[src/rtl/eq_pkg.sv]
// Package: shared defaults and phase indices for the pattern-lookup equalizer.
// Assumes a two-symbol-per-clock stream with the even symbol earlier in time.
package eq_pkg;
    localparam int EQ_TAPS  = 4;  // symbols spanned by one pattern address
    localparam int EQ_MAG_W = 6;  // magnitude bits of a table word
    localparam int PH_EVEN  = 0;  // index of the even-phase table
    localparam int PH_ODD   = 1;  // index of the odd-phase table
    localparam int PHASES   = 2;  // tables, one per half-rate phase
endpackage

[src/rtl/eq_history.sv]
// Module: eq_history
// Keeps the most recent TAPS-1 stream bits and forms the pattern address for
// both symbols of the current pair. Assumes TAPS >= 2 and the even bit earlier
// than the odd bit. The address MSB is the oldest bit.
module eq_history #(
    parameter int TAPS = 4
) (
    input  logic            clk,
    input  logic            rst_n,
    input  logic            din_even,
    input  logic            din_odd,
    output logic [TAPS-1:0] addr_even,
    output logic [TAPS-1:0] addr_odd
);
    localparam int HIST_W = TAPS - 1;

    logic [HIST_W-1:0] hist_q;
    logic [TAPS:0]     window;

    // Purpose: line up stored history and the new pair, oldest bit first.
    always_comb begin
        window    = {hist_q, din_even, din_odd};
        addr_even = window[TAPS:1];
        addr_odd  = window[TAPS-1:0];
    end

    // Purpose: shift the newest bits of the stream into the history.
    always_ff @(posedge clk) begin
        if (!rst_n) hist_q <= '0;
        else        hist_q <= window[HIST_W-1:0];
    end
endmodule

[src/rtl/eq_pattern_table.sv]
// Module: eq_pattern_table
// One writable pattern table with a registered read. A write at an edge is
// seen by lookups from the next edge on. Reset clears every entry and the
// registered code.
module eq_pattern_table #(
    parameter int ADDR_W = 4,
    parameter int CODE_W = 7
) (
    input  logic              clk,
    input  logic              rst_n,
    input  logic              wr_en,
    input  logic [ADDR_W-1:0] wr_addr,
    input  logic [CODE_W-1:0] wr_code,
    input  logic [ADDR_W-1:0] rd_addr,
    output logic [CODE_W-1:0] code_q
);
    localparam int ENTRIES = 1 << ADDR_W;

    logic [CODE_W-1:0] mem_q [ENTRIES];

    // Purpose: clear the table on reset, else store the written word.
    always_ff @(posedge clk) begin
        if (!rst_n) begin
            for (int i = 0; i < ENTRIES; i++) mem_q[i] <= '0;
        end else if (wr_en) begin
            mem_q[wr_addr] <= wr_code;
        end
    end

    // Purpose: register the word picked by the current pattern.
    always_ff @(posedge clk) begin
        if (!rst_n) code_q <= '0;
        else        code_q <= mem_q[rd_addr];
    end
endmodule

[src/rtl/eq_phase_mux.sv]
// Module: eq_phase_mux
// Merges the two registered phase codes into one double-rate stream.
// Assumes both inputs come from registers on the rising edge, so each half
// of the clock shows a settled word.
module eq_phase_mux #(
    parameter int CODE_W = 7
) (
    input  logic              phase_hi,
    input  logic [CODE_W-1:0] code_even,
    input  logic [CODE_W-1:0] code_odd,
    output logic [CODE_W-1:0] code_out
);
    // Purpose: even code on the high half, odd code on the low half.
    always_comb begin
        code_out = phase_hi ? code_even : code_odd;
    end
endmodule

[src/rtl/ddr_pattern_eq.sv]
// Module: ddr_pattern_eq (top)
// Transmit pre-emphasis backend: the bit history addresses one of two
// independent per-phase tables, and the registered codes are muxed by clock
// level. Assumes table contents are loaded before traffic and kept static.
module ddr_pattern_eq
    import eq_pkg::*;
#(
    parameter int TAPS  = EQ_TAPS,
    parameter int MAG_W = EQ_MAG_W,
    localparam int ADDR_W = TAPS,
    localparam int CODE_W = MAG_W + 1
) (
    input  logic              clk,
    input  logic              rst_n,
    input  logic              din_even,
    input  logic              din_odd,
    input  logic              wr_en,
    input  logic              wr_phase,
    input  logic [ADDR_W-1:0] wr_addr,
    input  logic [CODE_W-1:0] wr_code,
    output logic [CODE_W-1:0] code_out
);
    logic [ADDR_W-1:0] addr_even;
    logic [ADDR_W-1:0] addr_odd;
    logic [ADDR_W-1:0] rd_addr [PHASES];
    logic [CODE_W-1:0] code_ph [PHASES];
    logic [CODE_W-1:0] code_even;
    logic [CODE_W-1:0] code_odd;

    eq_history #(.TAPS(TAPS)) u_hist (
        .clk       (clk),
        .rst_n     (rst_n),
        .din_even  (din_even),
        .din_odd   (din_odd),
        .addr_even (addr_even),
        .addr_odd  (addr_odd)
    );

    // Purpose: route each phase's pattern address to its table.
    always_comb begin
        rd_addr[PH_EVEN] = addr_even;
        rd_addr[PH_ODD]  = addr_odd;
    end

    for (genvar p = 0; p < PHASES; p++) begin : g_phase
        eq_pattern_table #(.ADDR_W(ADDR_W), .CODE_W(CODE_W)) u_tab (
            .clk     (clk),
            .rst_n   (rst_n),
            .wr_en   (wr_en && (wr_phase == 1'(p))),
            .wr_addr (wr_addr),
            .wr_code (wr_code),
            .rd_addr (rd_addr[p]),
            .code_q  (code_ph[p])
        );
    end

    // Purpose: name the per-phase registered codes.
    always_comb begin
        code_even = code_ph[PH_EVEN];
        code_odd  = code_ph[PH_ODD];
    end

    eq_phase_mux #(.CODE_W(CODE_W)) u_mux (
        .phase_hi  (clk),
        .code_even (code_even),
        .code_odd  (code_odd),
        .code_out  (code_out)
    );
endmodule

[config.mk]
export PLATFORM = sky130hd
export DESIGN_NAME = ddr_pattern_eq
export DESIGN_NICKNAME = d
export VERILOG_FILES = /design/src/rtl/eq_pkg.sv /design/src/rtl/eq_history.sv /design/src/rtl/eq_pattern_table.sv /design/src/rtl/eq_phase_mux.sv /design/src/rtl/ddr_pattern_eq.sv
export SDC_FILE = /design/constraint.sdc
export NUM_CORES = 1
export LEC_CHECK = 0
export BUFFER_PORTS_ARGS = -buffer_cell sky130_fd_sc_hd__buf_2
export CAP_MARGIN = 20
export CELL_PAD_IN_SITES_DETAIL_PLACEMENT = 1
export CELL_PAD_IN_SITES_GLOBAL_PLACEMENT = 1
export CORE_ASPECT_RATIO = 1.5
export CORE_MARGIN = 8
export CORE_UTILIZATION = 57
export DETAILED_ROUTE_END_ITERATION = 6
export PLACE_DENSITY_LB_ADDON = 0.2
export SLEW_MARGIN = 10
export SYNTH_ARGS = -nofsm -noshare
export SYNTH_HDL_FRONTEND = slang
export SYNTH_SLANG_ARGS = --single-unit
[constraint.sdc]
create_clock -name clk -period 4.1 [get_ports clk]
set_input_delay 0.615 -clock clk [delete_from_list [all_inputs] [get_ports clk]]
set_output_delay 0.615 -clock clk [all_outputs]
set_load 0.01 [all_outputs]
## Word-level counts from Yosys, hierarchy flattened

Memories as Yosys holds them, arrays and structs flattened. A register that Yosys moved wholly into a read port is not among the register bits.
Cells that the tools add are included.

| cells by class | value |
|---|---|
| reductions and logical operators | 6 |
| muxes and demuxes | 14 |
| bitwise logic cells | 1 |

Operator list:

| kind | number |
|---|---|
| 7-bit two-way mux | 3 |
| 7-bit OR reduction | 2 |
| 1-bit two-way mux | 9 |
| 4-bit two-way mux | 2 |
| 1-bit logical AND | 2 |
| 1-bit logical NOT | 2 |
| 1-bit inverter | 1 |

| word-level totals | value |
|---|---|
| logic and storage cells | 24 |
| output and inout port bits | 7 |
| RAM bits | 224 |
| bits in registers | 3 |
| bits of input ports | 17 |
| memories | 2 |

Memories:

| name | words | width | rd ports | clocked after Yosys merged registers in | write ports | line | text |
|---|---|---|---|---|---|---|---|
| g_phase[0].u_tab.mem_q | 16 | 7 | 1 | 1 | 16 | eq_pattern_table.sv:19 | `logic [CODE_W-1:0] mem_q [ENTRIES];` |
| g_phase[1].u_tab.mem_q | 16 | 7 | 1 | 1 | 16 | eq_pattern_table.sv:19 |  |

## Logic depth before layout (Yosys ltp)

| logic depth | value |
|---|---|
| depth after elaboration | 7 |
| depth in mapped cells | 8 |
| depth with buffers taken out | 4 |

## Hierarchy

Synthesis repeated with hierarchy kept, for this count alone.

| second synthesis, totals | value |
|---|---|
| cell total of the unflattened synthesis | 767 |
| area, all modules | 11136.9 µm² |

By module, submodules not included:

| module | times used | cells an instance | seq. area each (µm²) | area each (µm²) |
|---|---|---|---|---|
| eq_pattern_table | 2 | 373 | 3503.4 | 5444.0 |
| eq_history | 1 | 11 | 60.1 | 116.4 |
| eq_phase_mux | 1 | 8 | 0.0 | 116.4 |
| ddr_pattern_eq | 1 | 2 | 0.0 | 16.3 |

==> flow_summary.toml <==
[clock_network]
cts_hold_buffers = 0
cts_tree = "done"
path_clk_slew_ns = 0.06
clock_latency_ns = 0.63
cts_setup_buffers = 0
cts_repair_resize_count = 0

[setup_path]
start_kind = "clock port"
required_ns = 3.48
crit_path_end_kind = "primary output"
critPathKind = "clk2out"
critPathArrivalTime_ns = 2.74
worstPathMaxFanout = 4

[place]
hpwlAfterDp_um = 18400
io_buffers = 23
place_congestion = 0.809
dpl_cell_area_um2 = 11100

[detailed_routing]
detail-route-antenna-nets = 0
via_count = 6145
vias_per_cell = 6.10
drcViolationCount = 0
drt_first_iter_violations = 594
wl_per_cell_um = 28.3
drtPass1Iterations = 6
wl_um = 28500

[global_routing]
grtUsageTotal_pct = 24.9
grt_max_degree = 33
grt_pass1_vias = 6858
grt_pass1_wl_um = 42900
antenna_found_initial = 0
overflow = 0

[synth]
netlist_top_cells_count = "and2_1, edfxtp_1, mux4_2, nor2_1"
yosys_warnings = 0
yosys.cell_count.top_type = "and2_1"
synthCells = 725
syn_nets = 742
synth.cell_area_um2 = 10900
async_reset_ff_share_pct = 0
synth_edf_count = 224
ys.flop_type = "edfxtp_1"
ys_types = 29
syn_avg_cell_area_um2 = 15.0
yosysSeqAreaShare_pct = 65.0
synth_area_leader_cell = "edfxtp_1"
ys_ff_latch = 241
synth_top_cell_area_share_pct = 61.8
ys_top_cells_by_area = "edfxtp_1, and2_1, mux4_2, dfxtp_1, mux2i_1"

[floorplan]
fp.dieH_um = 185
pin_count = 24
rows = 62
die_area_um2 = 23900
initial_core_util_pct = 57.5
core_area_um2 = 18900
dieWidth_um = 129

[sta]
slew-limit-headroom_pct = 24.3
setup-violations-final = 0
fin_setup_tns_ns = 0
worstMarginPinSlew_ns = 1.12
hold_viol = 0
rsz0062_at_grt = "false"
maxSlewViolCount = 0
final.setup_skew_ns = 0.0146

[final_layout]
nNetsFinal = 753
antenna_cells = 0
fin_area_um2 = 12000
syn2layout_area_growth_pct = 10.6
drive_gt1_share_pct = 16.8

[run]
max_cap_violations = 0

[outcome]
status = "completed"

[worst_hold_path]
min_path_type = "reg2reg"

[power]
peakVddDrop_mv = 0.421
p_leak_nw = 4.22
power_density_nw_per_um2 = 486
registers in the layout, summed over array words and instances, names as in the netlist:
signal	count
u_hist.hist_q	3
g_phase.u_tab.code_q	14
g_phase.u_tab.mem_q	224
power breakdown:
part           internal (mW)  leakage, nW  switching [mW]
Clock                   1.59        0.511            1.02
Combinational          0.134         1.44           0.221
Sequential              2.82         2.27          0.0725
layout make-up:
cell class | count | area, um2
flip-flops and latches | 241 | 7070
fillers | 1748 | 6890
multi-input cells | 435 | 3570
clock buffers | 43 | 816
well taps | 256 | 320
repair buffers | 23 | 130
clock inverters | 9 | 125
inverters | 1 | 3.75
kinds of logic after synthesis:
kind of cell    count (synthesis)  share of synthesized area [%]
compound gates                 52                           2.83
buf+inv                        49                           2.19
flops                         241                           65.0
mux                            84                           14.0
simple gates                  299                           16.0
critical path: stages:
cell and delay (ns):
clkbuf_16 0.13, clkbuf_16 0.14, mux2_2 0.27, buf_2 0.14
final timing paths:
| path | start | end | slack (ns) | cells past startpoint |
|---|---|---|---|---|
| setup reg to reg | u_hist.hist_q[1] | g_phase[0].u_tab.code_q[3] | 1.82 | 4 |
| hold / removal | u_hist.hist_q[2] | g_phase[0].u_tab.code_q[2] | 0.70 | 2 |
| setup / recovery | clk | code_out[2] | 0.75 | 4 |
| hold reg to reg | u_hist.hist_q[2] | g_phase[0].u_tab.code_q[2] | 0.70 | 2 |
per-layer routing:
metal	vias to the layer above	wire [um]	track usage, %
met5	-	0	0
met4	0	1000	10.5
met3	65	1450	4.09
met2	213	15500	45.3
met1	3176	10600	28.3
li1	2691	-	-
cell usage in the layout (no fill, tap or decap):
| cell type | instances |
|---|---|
| buf_2 | 23 |
| dfxtp_2 | 1 |
| clkbuf_16 | 28 |
| a22o_1 | 3 |
| or2_1 | 1 |
| clkbuf_8 | 5 |
| o22ai_1 | 9 |
| nand2_1 | 12 |
| mux4_2 | 50 |
| and3_1 | 4 |
| nand3_1 | 4 |
| clkbuf_1 | 3 |
| nor2_1 | 38 |
| clkbuf_2 | 1 |
| o21ai_0 | 32 |
| clkinv_1 | 4 |
| nand4_1 | 2 |
| and2_1 | 229 |
| buf_4 | 6 |
| inv_8 | 1 |
| a221o_1 | 3 |
| a21oi_1 | 1 |
| mux2_2 | 7 |
| a22oi_1 | 4 |
| clkinv_4 | 1 |
| bufinv_16 | 3 |
| and3b_1 | 1 |
| mux2i_1 | 24 |
| dfxtp_1 | 16 |
| nand2b_1 | 4 |
| nor2b_1 | 4 |
| inv_1 | 1 |
| edfxtp_1 | 224 |
| mux4_1 | 3 |
metrics by stage:
step           utilization (%)  cells  power, mW  hold slack (ns)  setup WS, ns
4_1_cts                   63.6   1007       5.89            0.672         0.723
3_5_place_dp              58.8    962       3.40            0.639          1.06
5_1_grt                   63.6   1008       6.00            0.711         0.729
6_report                  63.6   1008       5.85            0.705         0.746
3_3_place_gp              58.8    962       3.37            0.608          1.06
2_1_floorplan                -    725       3.23            0.542         0.957
Note: power is estimated with default switching activity, not from simulation.
